`config.mk`:
```
export PLATFORM = sky130hd
export DESIGN_NAME = tpin_chan
export DESIGN_NICKNAME = d
export VERILOG_FILES = /design/src/rtl/tpin_pkg.sv /design/src/rtl/tpin_sync.sv /design/src/rtl/tpin_filter.sv /design/src/rtl/tpin_expect.sv /design/src/rtl/tpin_chan.sv
export SDC_FILE = /design/constraint.sdc
export NUM_CORES = 1
export LEC_CHECK = 0
export CAP_MARGIN = 30
export CORE_MARGIN = 2
export CORE_UTILIZATION = 47
export CTS_BUF_LIST = sky130_fd_sc_hd__clkbuf_2 sky130_fd_sc_hd__clkbuf_4 sky130_fd_sc_hd__clkbuf_8
export DETAILED_ROUTE_END_ITERATION = 10
export GPL_ROUTABILITY_DRIVEN = 0
export GPL_TIMING_DRIVEN = 0
export HOLD_SLACK_MARGIN = 0.06
export PLACE_DENSITY = 0.86
export SKIP_CTS_REPAIR_TIMING = 1
export SYNTH_ARGS = -nofsm -noshare
export SYNTH_HDL_FRONTEND = slang
export SYNTH_SLANG_ARGS = --single-unit
```
`constraint.sdc`:
```
create_clock -name clk -period 2.1 [get_ports clk]
set_clock_uncertainty 0.1 [all_clocks]
set_input_delay 0.42 -clock clk [delete_from_list [all_inputs] [get_ports clk]]
set_output_delay 0.42 -clock clk [all_outputs]
set_load 0.005 [all_outputs]
```
`src/rtl/tpin_pkg.sv`:
```
package tpin_pkg;
    typedef enum logic [1:0] {
        FLT_BYPASS = 2'd0,
        FLT_STABLE = 2'd1,
        FLT_QUAL   = 2'd2
    } flt_state_e;

    typedef enum logic [1:0] {
        EXP_ZERO = 2'b00,
        EXP_PAT0 = 2'b01,
        EXP_PAT1 = 2'b10,
        EXP_XOR  = 2'b11
    } exp_sel_e;
endpackage

```
`src/rtl/tpin_sync.sv`:
```
module tpin_sync #(
    parameter int STAGES = 2
) (
    input  logic clk,
    input  logic rst_n,
    input  logic d,
    output logic q
);
    logic [STAGES-1:0] chain_q;

    always_ff @(posedge clk or negedge rst_n) begin
        if (!rst_n) chain_q <= '0;
        else        chain_q <= {chain_q[STAGES-2:0], d};
    end

    assign q = chain_q[STAGES-1];
endmodule

```
`src/rtl/tpin_filter.sv`:
```
module tpin_filter
    import tpin_pkg::*;
#(
    parameter int WIDTH_W = 6
) (
    input  logic               clk,
    input  logic               rst_n,
    input  logic               din,
    input  logic               tick,
    input  logic               en,
    input  logic [WIDTH_W-1:0] width,
    output logic               dout
);
    flt_state_e         state_q, state_d;
    logic               lvl_q;
    logic [WIDTH_W-1:0] cnt_q;
    logic               accept;

    // qualifying tick with the candidate still present
    assign accept = en && (din != lvl_q) && tick && (cnt_q >= width);

    // state register
    always_ff @(posedge clk or negedge rst_n) begin
        if (!rst_n) state_q <= FLT_BYPASS;
        else        state_q <= state_d;
    end

    // next state
    always_comb begin
        state_d = state_q;
        unique case (state_q)
            FLT_BYPASS: if (en) state_d = FLT_STABLE;
            FLT_STABLE: begin
                if (!en)               state_d = FLT_BYPASS;
                else if (din != lvl_q) state_d = FLT_QUAL;
            end
            FLT_QUAL: begin
                if (!en)               state_d = FLT_BYPASS;
                else if (din == lvl_q) state_d = FLT_STABLE;
                else if (accept)       state_d = FLT_STABLE;
            end
            default:                   state_d = FLT_BYPASS;
        endcase
    end

    // outputs: settled level and tick counter
    always_ff @(posedge clk or negedge rst_n) begin
        if (!rst_n) begin
            lvl_q <= 1'b0;
            cnt_q <= '0;
        end else begin
            unique case (state_q)
                FLT_BYPASS: begin
                    lvl_q <= din;
                    cnt_q <= '0;
                end
                FLT_STABLE: cnt_q <= '0;
                FLT_QUAL: begin
                    if (accept) begin
                        lvl_q <= din;
                        cnt_q <= '0;
                    end else if (tick) begin
                        cnt_q <= cnt_q + 1'b1;
                    end
                end
                default: cnt_q <= '0;
            endcase
        end
    end

    assign dout = en ? lvl_q : din;
endmodule

```
`src/rtl/tpin_expect.sv`:
```
module tpin_expect
    import tpin_pkg::*;
(
    input  logic [1:0] sel,
    input  logic       pat0,
    input  logic       pat1,
    input  logic       invert,
    output logic       exp_o
);
    logic base;

    always_comb begin
        unique case (exp_sel_e'(sel))
            EXP_ZERO: base = 1'b0;
            EXP_PAT0: base = pat0;
            EXP_PAT1: base = pat1;
            EXP_XOR:  base = pat0 ^ pat1;
            default:  base = 1'b0;
        endcase
    end

    assign exp_o = base ^ invert;
endmodule

```
`src/rtl/tpin_chan.sv`:
```
module tpin_chan
    import tpin_pkg::*;
#(
    parameter int WIDTH_W     = 6,
    parameter int SYNC_STAGES = 2
) (
    input  logic               clk,
    input  logic               rst_n,
    input  logic               pin_raw,
    input  logic               tick_slow,
    input  logic               tick_fast,
    input  logic               pat0,
    input  logic               pat1,
    input  logic [WIDTH_W-1:0] cfg_width,
    input  logic               cfg_fast_sel,
    input  logic               cfg_filt_en,
    input  logic [1:0]         cfg_exp_sel,
    input  logic               cfg_invert,
    input  logic               cfg_drive,
    output logic               mismatch,
    output logic               pin_out,
    output logic               pin_oe,
    output logic               raw_rd
);
    logic sync_lvl;
    logic filt_lvl;
    logic exp_lvl;
    logic tick_sel;
    logic diff_now;
    logic diff_q;
    logic pulse_q;

    tpin_sync #(.STAGES(SYNC_STAGES)) sync_i (
        .clk   (clk),
        .rst_n (rst_n),
        .d     (pin_raw),
        .q     (sync_lvl)
    );

    assign tick_sel = cfg_fast_sel ? tick_fast : tick_slow;

    tpin_filter #(.WIDTH_W(WIDTH_W)) filt_i (
        .clk   (clk),
        .rst_n (rst_n),
        .din   (sync_lvl),
        .tick  (tick_sel),
        .en    (cfg_filt_en),
        .width (cfg_width),
        .dout  (filt_lvl)
    );

    tpin_expect exp_i (
        .sel    (cfg_exp_sel),
        .pat0   (pat0),
        .pat1   (pat1),
        .invert (cfg_invert),
        .exp_o  (exp_lvl)
    );

    assign diff_now = !cfg_drive && (filt_lvl != exp_lvl);

    always_ff @(posedge clk or negedge rst_n) begin
        if (!rst_n) begin
            diff_q  <= 1'b0;
            pulse_q <= 1'b0;
        end else begin
            diff_q  <= diff_now;
            pulse_q <= diff_now && !diff_q;
        end
    end

    assign mismatch = pulse_q;
    assign pin_oe   = cfg_drive;
    assign pin_out  = cfg_drive & ~exp_lvl;
    assign raw_rd   = sync_lvl;
endmodule

```
Word-level counts from Yosys, hierarchy flattened --
Index checks and enable logic that the tools add are counted.
Operators by class: add/sub/neg operators 1, order comparisons 1, equal/unequal tests 13, mux-type cells 15, bitwise operators 4, reduce and logical (&&, ||, !) cells 12
Operator list (number):
- two-way mux 6 bit | 3
- two-way mux 2 bit | 6
- adder 6 x 1 -> 6 bit (second input constant) | 1
- == test 2 bit (second input constant) | 3
- greater-or-equal comparator 6 bit | 1
- one-hot mux 2 bit (3 select lines) | 1
- logical AND 1 bit | 5
- == test 2 x 1 -> 1 bit (second input constant) | 2
- zero test 2 bit | 2
- != test 4 x 2 -> 1 bit (second input constant) | 1
- one-hot mux 1 bit (4 select lines) | 1
- two-way mux 1 bit | 3
- != test 3 x 1 -> 1 bit (second input constant) | 1
- != test 3 x 2 -> 1 bit (second input constant) | 1
- AND reduction 3 bit | 1
- zero test 1 bit | 2
- != test 1 bit | 2
- != test 2 x 1 -> 1 bit (second input constant) | 1
- != test 2 bit (second input constant) | 1
- one-hot mux 1 bit (2 select lines) | 1
- AND reduction 2 bit | 1
- nonzero test 2 bit | 1
- XOR 1 bit | 2
- bitwise AND 1 bit | 1
- other kinds (2) | 2
Storage, ports and cells: bits in registers 13, input port bits 19, output and inout bits 4

Logic depth before layout (Yosys ltp) --
depth after elaboration 8, mapped depth 7, mapped depth without buffers 7

By module --
Synthesis repeated with hierarchy kept, for this count alone.
Second synthesis, totals: cells, all modules 84, area, all modules 818.3 µm²
Modules (own cells, without submodules):
- tpin_filter | times used 1, cells an instance 71, area each 636.9 µm²
- tpin_chan | times used 1, cells an instance 8, area each 100.1 µm²
- tpin_sync | times used 1, cells an instance 2, area each 50.0 µm²
- tpin_expect | times used 1, cells an instance 3, area each 31.3 µm²

Worst setup path after synthesis --
No wires, ideal clock.
kind input to register, from input port cfg_width[0], to register filt_i.lvl_q, setup time 125 ps, arrival time 1521 ps, data required time 1875 ps, slack 355 ps, stages 6, path buffers 0, path through ha_1 -> nand2b_1 -> a21oi_1 -> o2111ai_1 -> nand3b_1 -> mux2_2
Between the ends: cells in the longest elaborated chain, start to end 4
Ends and longest elaborated chain:
- start, declared | RTL line tpin_chan.sv:14 | input logic [WIDTH_W-1:0] cfg_width,
- greater-or-equal comparator 6 bit | RTL line tpin_filter.sv:20 | assign accept = en && (din != lvl_q) && tick && (cnt_q >= width);
- logical AND 1 bit | RTL line tpin_filter.sv:20
- != test 2 x 1 -> 1 bit (no source line)
- AND reduction 2 bit (no source line)
- end signal, assigned | RTL line tpin_filter.sv:54 | lvl_q <= din;
- end signal, assigned | RTL line tpin_filter.sv:60 | lvl_q <= din;
- end, declared | RTL line tpin_filter.sv:15 | logic lvl_q;
No other way between the ends. A chain may end at the register's enable or synchronous reset.

Worst setup path after layout --
from input port cfg_width[3], to register filt_i.lvl_q
The elaborated chain is that of the path after synthesis.

==> results.tsv <==
metric	value	unit
status	completed	
cp-end-kind	register	
drt-initial-drc-count	2	
dpl.hpwl	1.15	mm
yosysWarnings	0	
die_height	43.7	um
place_inst	112	
crit_path_start_kind	input port	
cts_buffers	3	
final_util	0.692	
fillers	110	
min_period	1.99	ns
max-cap-violations	0	
period_share	0.947	
area_delta_synth_final	38.8	%
ys_ff_latch	13	
arrival	2.04	ns
worstSetupPathType	input port to register	
cpPeakStageDelay	0.45	ns
slowest_stage	clkdlybuf4s50_1	
dieArea	1910	um^2
p_per_area	670	nW/um^2
root_buffer	clkbuf_4	
synth_nets	100	
worstPathCellList	clkdlybuf4s50_1 > inv_1 > ha_1 > a21o_1 > nand3_1 > o2111ai_2 > nand3b_1 > mux2_2	
cts_num_sinks	13	
vias_per_cell	5.24	
irDropWorstVdd	0.472	mV
final_antenna_net_count	0	
finalHoldViolations	0	
fin_hold_ws	0.252	ns
ys_seq_area_frac	0.438	
grt_pass1_vias	652	
grt_usage	0.169	
r2r_slack	0.23	ns
fin_nets	127	
synthesis.area	742	um^2
core	1490	um^2
synth_cells	74	
wl	1.35	mm
final_common_cell	clkdlybuf4s50_1	
cts_buffer_depth	2	
timing.fmax	503	MHz
path_clk_slew	0.07	ns
antenna_found_initial	0	
cp.required	2.15	ns
grt_overflow_total	0	
setup_viol	0	
avgSynthCellArea	10.0	um^2
initial_core_util	0.498	
grt_first_pass_wirelength	2.37	mm
tightest_slew	0.566	ns
wl_per_cell	11.6	um
leakage	0.520	nW
fin_tns_setup	0	ns
dr.pass1.iters	2	
fp-row-count	14	
io_buffers	22	
tritoncts	done	
most-common-layout-cells	clkdlybuf4s50_1, dfrtp_1, nor2_1	
maxSlewViolCount	0	
relSlewSlack	0.621	
synth_cell_types	22	
num_io_pins	23	
drive_gt1_frac	0.130	
vias	608	
fin_cells	116	
clk_latency	0.27	ns
htree_num_levels	1	
path_max_fanout	2	
hold_class	register to register	
rsz0062_at_grt	false	
fp.dieW	43.7	um
diodes	0	
drcViolationCount	0	
grt_start_max_net_pins	14	
[kinds of logic after synthesis]
group / synth area share
AND/OR/NAND/NOR: 0.157
flip-flops: 0.438
AO/OA/AOI/OAI: 0.0945
XOR/XNOR: 0.0944
buffers and inverters: 0.0405
adder cells (fa/ha/maj): 0.118
multiplexers: 0.0573
[flip-flops by register name, indices dropped and copies added, names as in the netlist]
name and cells:
filt_i.cnt_q 6, mismatch 1, filt_i.lvl_q 1, diff_q 1
filt_i.state_q 2, sync_i.chain_q 2
[power breakdown]
part | switching (mW) | leakage [nW] | internal, mW | total, mW
registers | 0.0300 | 0.170 | 0.288 | 0.318
clock network | 0.0745 | 0.0184 | 0.0864 | 0.161
logic | 0.0916 | 0.331 | 0.120 | 0.212
[final timing paths]
check	start	endpoint	depth (start not counted)
worst max-delay path	cfg_width[3]	filt_i.lvl_q	8
worst min-delay path	sync_i.chain_q[0]	sync_i.chain_q[1]	0
worst max register to register	filt_i.cnt_q[0]	filt_i.lvl_q	7
worst min register to register	sync_i.chain_q[0]	sync_i.chain_q[1]	0
max in group asynchronous	rst_n	filt_i.cnt_q[4]	1
min in group asynchronous	rst_n	filt_i.cnt_q[2]	1
[synthesized netlist by cell type]
library cell | count | area [um^2]
buf_4 | 1 | 7.51
xnor2_1 | 3 | 26.3
nor3_1 | 2 | 10.0
mux2i_1 | 2 | 20.0
a21o_2 | 2 | 17.5
nor2_1 | 8 | 30.0
nand3_1 | 3 | 15.0
ha_1 | 7 | 87.6
a21oi_1 | 4 | 20.0
nand2_1 | 6 | 22.5
inv_1 | 6 | 22.5
o2111ai_1 | 1 | 8.76
and2_1 | 1 | 6.26
o21ai_2 | 1 | 8.76
nand2b_1 | 2 | 12.5
a21boi_0 | 1 | 7.51
mux2_2 | 2 | 22.5
xor2_1 | 5 | 43.8
nand4_1 | 2 | 12.5
dfrtp_1 | 13 | 325
a21o_1 | 1 | 7.51
nand3b_1 | 1 | 7.51
[stage by stage]
stage / cell area, um^2 / setup WS (ns) / power (mW)
after floorplan: 742 / 0.355 / 0.449
after global placement: 982 / -0.347 / 0.526
after detailed placement: 982 / -0.385 / 0.538
after CTS: 1010 / -0.380 / 0.699
after global routing: 1030 / 0.000804 / 0.742
final: 1030 / 0.111 / 0.690
[critical path, delay by kind of cell]
family	cells	cell delay, ns
buf+inv	2	0.49
mux	1	0.34
compound gates	2	0.29
fa+ha+maj	1	0.28
simple gates	2	0.22
[routing by layer]
layer / wire [um] / vias to the layer above / track usage
li1: - / 302 / -
met1: 547 / 287 / 0.176
met2: 727 / 19 / 0.324
met3: 72 / 0 / 0.0292
met4: 0 / 0 / 0.0727
met5: 0 / - / 0
[cell type report]
cell class | instances | area, um^2 | area share
Timing Repair Buffer | 22 | 228 | 0.221
Buffer | 1 | 7.51 | 0.00729
Inverter | 6 | 22.5 | 0.0219
Clock buffer | 4 | 30.0 | 0.0292
Sequential cell | 13 | 325 | 0.316
Multi-Input combinational cell | 54 | 397 | 0.385
Tap cell | 16 | 20.0 | 0.0194
(Power assumes the default switching activity.)
